[src/rtl/legacy_irq_pkg.sv]
package legacy_irq_pkg;
  localparam int unsigned BankW = 32;
  localparam int unsigned MaxBanks = 2;
  localparam int unsigned AddrW = 6;

  typedef enum logic [1:0] {
    RegState  = 2'd0,
    RegEnable = 2'd1,
    RegClear  = 2'd2,
    RegLevel  = 2'd3
  } reg_e;

  typedef struct packed {
    logic [MaxBanks-1:0] bankHit;
    logic                wr;
    logic                rd;
    reg_e                regSel;
  } strobe_t;
endpackage

[src/rtl/legacy_irq_decode.sv]
module legacy_irq_decode
  import legacy_irq_pkg::*;
#(
  parameter int unsigned NumBanks = 2
) (
  input  logic             busSel,
  input  logic             busWr,
  input  logic [AddrW-1:0] busAddr,
  output strobe_t          strobes
);
  logic aligned;
  assign aligned = (busAddr[1:0] == 2'b00);

  always_comb begin
    strobes = '0;
    strobes.wr = busSel & busWr;
    strobes.rd = busSel & ~busWr;
    strobes.regSel = reg_e'(busAddr[3:2]);
    if (busSel && aligned) begin
      if (busAddr[5:4] == 2'b10) strobes.bankHit[0] = 1'b1;
      else if (busAddr[5:4] == 2'b01 && NumBanks > 1) strobes.bankHit[1] = 1'b1;
    end
  end
endmodule

[src/rtl/legacy_irq_banks.sv]
module legacy_irq_banks
  import legacy_irq_pkg::*;
#(
  parameter int unsigned       NumBanks    = 2,
  parameter logic [BankW-1:0]  LevelMaskLo = 32'h1ff0_0000,
  parameter logic [BankW-1:0]  LevelMaskHi = 32'h0000_0000,
  localparam int unsigned      Lines       = NumBanks * BankW
) (
  input  logic             clk,
  input  logic             rstN,
  input  logic [Lines-1:0] irqLines,
  input  strobe_t          strobes,
  input  logic [BankW-1:0] wdata,
  output logic [BankW-1:0] rdData,
  output logic             irqOut,
  output logic [Lines-1:0] stateAll,
  output logic [Lines-1:0] enAll
);
  logic [BankW-1:0] bankRd [NumBanks];
  logic [NumBanks-1:0] pend;
  logic [BankW-1:0] rdNext;

  for (genvar b = 0; b < NumBanks; b++) begin : g_bank
    localparam logic [BankW-1:0] LvlMask = (b == 0) ? LevelMaskLo : LevelMaskHi;
    logic [BankW-1:0] syncA, syncB, prevB, stateQ, enQ, rise, clrBits;
    logic hit;

    assign hit = strobes.bankHit[b];
    assign rise = syncB & ~prevB;
    assign clrBits = (hit && strobes.wr && strobes.regSel == RegClear) ? wdata : '0;

    always_ff @(posedge clk) begin
      if (!rstN) begin
        syncA  <= '0;
        syncB  <= '0;
        prevB  <= '0;
        stateQ <= '0;
        enQ    <= '0;
      end else begin
        syncA  <= irqLines[b*BankW +: BankW];
        syncB  <= syncA;
        prevB  <= syncB;
        // a new edge overrides a same-cycle acknowledge
        stateQ <= (stateQ & ~clrBits) | (rise & ~LvlMask);
        if (hit && strobes.wr && strobes.regSel == RegEnable) enQ <= wdata;
      end
    end

    assign pend[b] = |((stateQ & enQ & ~LvlMask) | (syncB & enQ & LvlMask));

    assign bankRd[b] = (strobes.regSel == RegState)  ? stateQ :
                       (strobes.regSel == RegEnable) ? enQ :
                       (strobes.regSel == RegLevel)  ? syncB : '0;

    assign stateAll[b*BankW +: BankW] = stateQ;
    assign enAll[b*BankW +: BankW]    = enQ;
  end

  always_comb begin
    rdNext = '0;
    for (int b = 0; b < NumBanks; b++)
      if (strobes.rd && strobes.bankHit[b]) rdNext = bankRd[b];
  end

  always_ff @(posedge clk) begin
    if (!rstN) begin
      rdData <= '0;
      irqOut <= 1'b0;
    end else begin
      rdData <= rdNext;
      irqOut <= |pend;
    end
  end
endmodule

[src/rtl/legacy_irq_ctrl.sv]
module legacy_irq_ctrl
  import legacy_irq_pkg::*;
#(
  parameter int unsigned      NumBanks    = 2,
  parameter logic [BankW-1:0] LevelMaskLo = 32'h1ff0_0000,
  parameter logic [BankW-1:0] LevelMaskHi = 32'h0000_0000,
  localparam int unsigned     Lines       = NumBanks * BankW
) (
  input  logic             clk,
  input  logic             rstN,
  input  logic             busSel,
  input  logic             busWr,
  input  logic [AddrW-1:0] busAddr,
  input  logic [BankW-1:0] busWdata,
  output logic [BankW-1:0] busRdata,
  input  logic [Lines-1:0] irqLines,
  output logic             irqOut
);
  strobe_t strobes;
  logic [Lines-1:0] stateAll;
  logic [Lines-1:0] enAll;

  legacy_irq_decode #(.NumBanks(NumBanks)) u_decode (
    .busSel (busSel),
    .busWr  (busWr),
    .busAddr(busAddr),
    .strobes(strobes)
  );

  legacy_irq_banks #(
    .NumBanks   (NumBanks),
    .LevelMaskLo(LevelMaskLo),
    .LevelMaskHi(LevelMaskHi)
  ) u_banks (
    .clk     (clk),
    .rstN    (rstN),
    .irqLines(irqLines),
    .strobes (strobes),
    .wdata   (busWdata),
    .rdData  (busRdata),
    .irqOut  (irqOut),
    .stateAll(stateAll),
    .enAll   (enAll)
  );
endmodule

[config.mk]
export PLATFORM = sky130hd
export DESIGN_NAME = legacy_irq_ctrl
export DESIGN_NICKNAME = d
export VERILOG_FILES = /design/src/rtl/legacy_irq_pkg.sv /design/src/rtl/legacy_irq_decode.sv /design/src/rtl/legacy_irq_banks.sv /design/src/rtl/legacy_irq_ctrl.sv
export SDC_FILE = /design/constraint.sdc
export NUM_CORES = 1
export LEC_CHECK = 0
export BUFFER_PORTS_ARGS = -buffer_cell sky130_fd_sc_hd__buf_2
export CELL_PAD_IN_SITES_DETAIL_PLACEMENT = 2
export CELL_PAD_IN_SITES_GLOBAL_PLACEMENT = 2
export CORE_ASPECT_RATIO = 1.5
export CORE_MARGIN = 10
export CORE_UTILIZATION = 39
export DETAILED_ROUTE_END_ITERATION = 8
export GPL_TIMING_DRIVEN = 1
export PLACE_DENSITY = 0.95
export SYNTH_ARGS = -nofsm -noshare
export SYNTH_HDL_FRONTEND = slang
export SYNTH_HIERARCHICAL = 1
export SYNTH_SLANG_ARGS = --single-unit
export TNS_END_PERCENT = 20
[constraint.sdc]
create_clock -name clk -period 5.64 [get_ports clk]
set_clock_uncertainty 0.2 [all_clocks]
set_input_delay 0.564 -clock clk [delete_from_list [all_inputs] [get_ports clk]]
set_output_delay 0.564 -clock clk [all_outputs]
set_load 0.005 [all_outputs]
Yosys cells after proc, flatten, opt, wreduce, memory -nomap -nowiden

Cells that the tools add are included.

Bits in registers: 353
Input port bits: 106
Output and inout bits: 33
Logic and storage cells: 60

Equal/unequal tests: 5
Multiplexer cells: 14
Bitwise gates (word level): 17
Reductions and logical operators: 12

Operator list:

| cell                                                                  | number |
|---|---|
| 32-bit two-way mux                                                    | 10 |
| 32-bit bitwise AND                                                    | 6 |
| 32-bit inverter                                                       | 4 |
| 32-bit OR                                                             | 2 |
| 64-bit OR reduction                                                   | 1 |
| 32-bit by 29-bit OR with 32-bit output                                | 1 |
| 29-bit bitwise AND                                                    | 1 |
| 1-bit logical AND                                                     | 9 |
| 2-bit equality test, second input constant                            | 3 |
| 2-bit by 1-bit equality test with 1-bit output, second input constant | 2 |
| 2-bit logical NOT                                                     | 2 |
| 1-bit two-way mux                                                     | 3 |
| 1-bit bitwise AND                                                     | 2 |
| 2-bit two-way mux                                                     | 1 |
| 1-bit inverter                                                        | 1 |

Longest topological paths before layout

Word-level depth: 10
Mapped depth: 8
Depth with buffers taken out: 7

Hierarchy

Netlist, hierarchy kept.

Modules (own cells, without submodules):

| module            | times used | cells each | area an instance (µm²) | seq. area each (µm²) |
|---|---|---|---|---|
| legacy_irq_banks  | 1          | 1,350      | 12,573.3               | 6,886.6 |
| legacy_irq_decode | 1          | 7          | 61.3                   | 0.0 |

Worst setup path before layout

Ideal clock, no wire load.

Path kind: input port to flip-flop
From: in busAddr[1]
To: reg u_banks.g_bank[1].stateQ[10]
Setup time: 115 ps
Arrival time: 2,035 ps
Required time: 5,325 ps
Setup slack: 3,289 ps
Stages on the path: 8
Buffers on the path: 1
Path through: or3b_1 > nor3b_2 > nand2_1 > nor2_1 > clkbuf_1 > nand2_1 > a21oi_1 > nor2b_1

RTL lines:

| item                 | RTL line               | text |
|---|---|---|
| from (decl)          | legacy_irq_ctrl.sv:13  | `input logic [AddrW-1:0] busAddr,` |
| to (signal assigned) | legacy_irq_banks.sv:44 | `stateQ <= (stateQ & ~clrBits) \| (rise & ~LvlMask);` |
| to (decl)            | legacy_irq_banks.sv:25 | `logic [BankW-1:0] syncA, syncB, prevB, stateQ, enQ, rise, clrBits;` |

==> results.yml <==
sta:
  max_freq_mhz: 280.5
  rsz0062_at_grt: "no"
  worstMarginPinSlew_ns: 1.370
  tns_ns: 0
  finalHoldViolations: 0
  timing.final.crit_period_ns: 3.565
  fin_crit_sh: 0.6321
  final-max-slew-violation-count: 0
  max_slew_margin: 0.08548
  fin_hold_ws_ns: 0.03677
  final-setup-viol-count: 0
worst_hold_path:
  hold_class: "in2reg"
  hp-start: "irqLines[42]"
  min_path_cells: 2
  holdPathEnd: "u_banks/g_bank[1].syncA[10]"
yosys:
  yosysSeqAreaShare: 0.5451
  syn_area_mm2: 0.01263
  yosys.area.top_type: "dfxtp_1"
  synth_cell_type_count: 25
  ys_ff_latch: 344
  synth_nets: 1463
  synth.top_cell.area_share: 0.5451
  syn_avg_cell_area_um2: 9.311
  ys_top_cells_by_area: "dfxtp_1, and2_1, nand2_1, nor2b_1, a21oi_1"
  ys_warn_count: 6
  netlist_instances: 1357
cells_and_area:
  area_growth_pct: 17.36
  num-nets-final: 1561
  fillCellCount: 3331
  layout-drive-gt1-share: 0.1422
detailed_routing:
  wl_per_cell_um: 28.30
  wirelength_mm: 53.57
  via_count: 10815
  drc: 0
  ant_nets: 0
  firstDrtPassIters: 5
  drtIter0Drc: 1022
  routed_via_density: 5.713
setup_path:
  worstSetupStartpointType: "primary input"
  reg2reg_from: "u_banks/g_bank[1].stateQ[12]"
  cp.buffers_inverters: 2
  r2r_cells: 5
  worst_setup_path_end_kind: "register"
  worstPathArrival_ns: 3.76
  r2r_slack_ns: 3.32
  crit_fanout: 17
  critical_path_cell_count: 9
  cp_cell_sequence: "buf_2, or3b_1, nor3b_2, nand2_1, nor2_2, buf_4, nand2_1, a21oi_1, nor2b_1"
  worstPathRequired_ns: 5.84
  path_common_cell: "nand2_1"
  crit_slowest_cell: "nor2_2"
  cp_top_family: "simple AND/OR/NAND/NOR gates"
  crit_type: "in2reg"
  max_stage_delay_ns: 1.05
  reg2reg_to: "u_banks/irqOut"
grt:
  grt_max_degree: 175
  grt_usage: 0.2525
  first_global_vias: 12334
  antenna_found_initial: 5
  gr-total-overflow: 0
  grt_pass1_wl_mm: 78.85
clock_network:
  ctsResizeCount: 0
  hold_buffers: 0
  clockBufferDepth: 3
  clk_pin_slew_ns: 0.06
  cts_setup_buffers: 0
  clk_latency_ns: 0.54
  tritoncts: "done"
  cts_sinks: 344
  cts_buffers: 35
  h-tree-depth: 2
  root_buffer: "clkbuf_16"
pwr:
  ir_drop_mv: 0.2339
  p_per_area_mw_per_mm2: 360.1
  leakage_nw: 5.858
placement:
  io_buffers: 138
  routabilityCongestion: 0.8092
  dpl.hpwl_mm: 29.86
floorplanning:
  die_w_um: 167.0
  die_h_um: 240.4
  rows: 80
  core_mm2: 0.03193
  initial_utilization: 0.3957
  ios: 139
  die_area_mm2: 0.04014
job:
  drv_cap: 0
status:
  status: "finished, final reports clean"
-- metrics by stage --
step | utilization | instances | worst slack, ns | power, mW | cell area, µm²
after global placement | 0.4259 | 1828 | 2.265 | 2.831 | 13600
final | 0.4644 | 1893 | 2.075 | 5.340 | 14830
after detailed placement | 0.4259 | 1828 | 1.972 | 2.856 | 13600
after floorplan | - | 1357 | 3.289 | 2.736 | 12630
after global routing | 0.4643 | 1892 | 2.095 | 5.508 | 14830
after CTS | 0.4639 | 1887 | 2.261 | 5.370 | 14810
-- report_power, final --
part	total [mW]	switching, mW	internal (mW)	leakage [nW]
Sequential	2.56	0.0588	2.50	2.81
Combinational	0.270	0.161	0.109	2.45
Clock	2.51	0.999	1.51	0.597
-- state kept, by name, summed over array words and instances (netlist names) --
register / flops
u_banks/g_bank.stateQ: 64
u_banks/g_bank.prevB: 55
u_banks/g_bank.enQ: 64
u_banks/g_bank.syncA: 64
u_banks/irqOut: 1
u_banks/g_bank.syncB: 64
u_banks/rdData: 32
-- cell type report --
type                       instances  area [µm²]  share of cell area
sequential                       344        6887              0.4644
multi-input combinational        928        5439              0.3668
clock buffer                      54        1090             0.07350
timing repair buffer             146       759.5             0.05122
tap                              410       513.0             0.03460
clock inverter                     5       125.1            0.008438
antenna                            6       15.01            0.001013
-- cell usage after synthesis --
cell type  instances
dfxtp_1          344
nand2_1          195
nor2_1            68
buf_4              7
nand3b_1           1
a21oi_1          128
nor3b_2            2
o31a_1             1
nor2b_1          112
o22ai_1           32
a221oi_1           8
clkbuf_1          69
mux2i_1           64
a22oi_1           12
a22o_1            10
nand3_1            4
or3b_1             1
buf_1              7
buf_2              2
nand4_1            4
or4_1              1
a21boi_0          64
a221oi_2           2
and2_1           217
nand2b_1           2
-- layout by cell type (no fill, tap or decap), drive strengths merged --
cell    Yosys  final
or3b        1      1
nor3b       2      2
and2      217    217
nor2b     112    112
o31a        1      1
buf        16    146
a22o       10     10
nand2b      2      2
a21oi     128    128
dfxtp     344    344
nand3b      1      1
clkbuf     69     54
o22ai      32     32
a22oi      12     12
nand4       4      4
bufinv      0      4
nor2       68     68
a221oi     10     10
diode       0      6
nand3       4      4
or4         1      1
clkinv      0      1
mux2i      64     64
nand2     195    195
a21boi     64     64
-- metal layers --
metal  routed length, µm  share of wire  up-vias  global-route usage
li1                    -              -     4654                   -
met1               19830           0.37     5429              0.2656
met2               27630           0.52      536              0.4581
met3                3132          0.058      196             0.05001
met4                2973          0.056        0              0.1462
met5                   0              0        -                   0
-- worst max path at each step --
stage | startpoint | end | slack (ns)
after floorplan | busAddr[1] | u_banks/g_bank[1].stateQ[10] | 3.29
after global placement | busAddr[1] | u_banks/g_bank[0].stateQ[29] | 2.27
after detailed placement | busAddr[2] | u_banks/g_bank[0].enQ[2] | 1.97
after CTS | busAddr[1] | u_banks/g_bank[0].stateQ[0] | 2.26
after global routing | busAddr[1] | u_banks/g_bank[0].stateQ[0] | 2.10
final | busAddr[1] | u_banks/g_bank[0].stateQ[0] | 2.08
-- kinds of logic after synthesis --
group	share of synthesized area
DFF	0.5451
muxes	0.05070
buffers and inverters	0.02753
and+or+nand+nor	0.2495
AOI/OAI and AO/OA	0.1273
No activity file was read; power rests on OpenSTA's default activity.
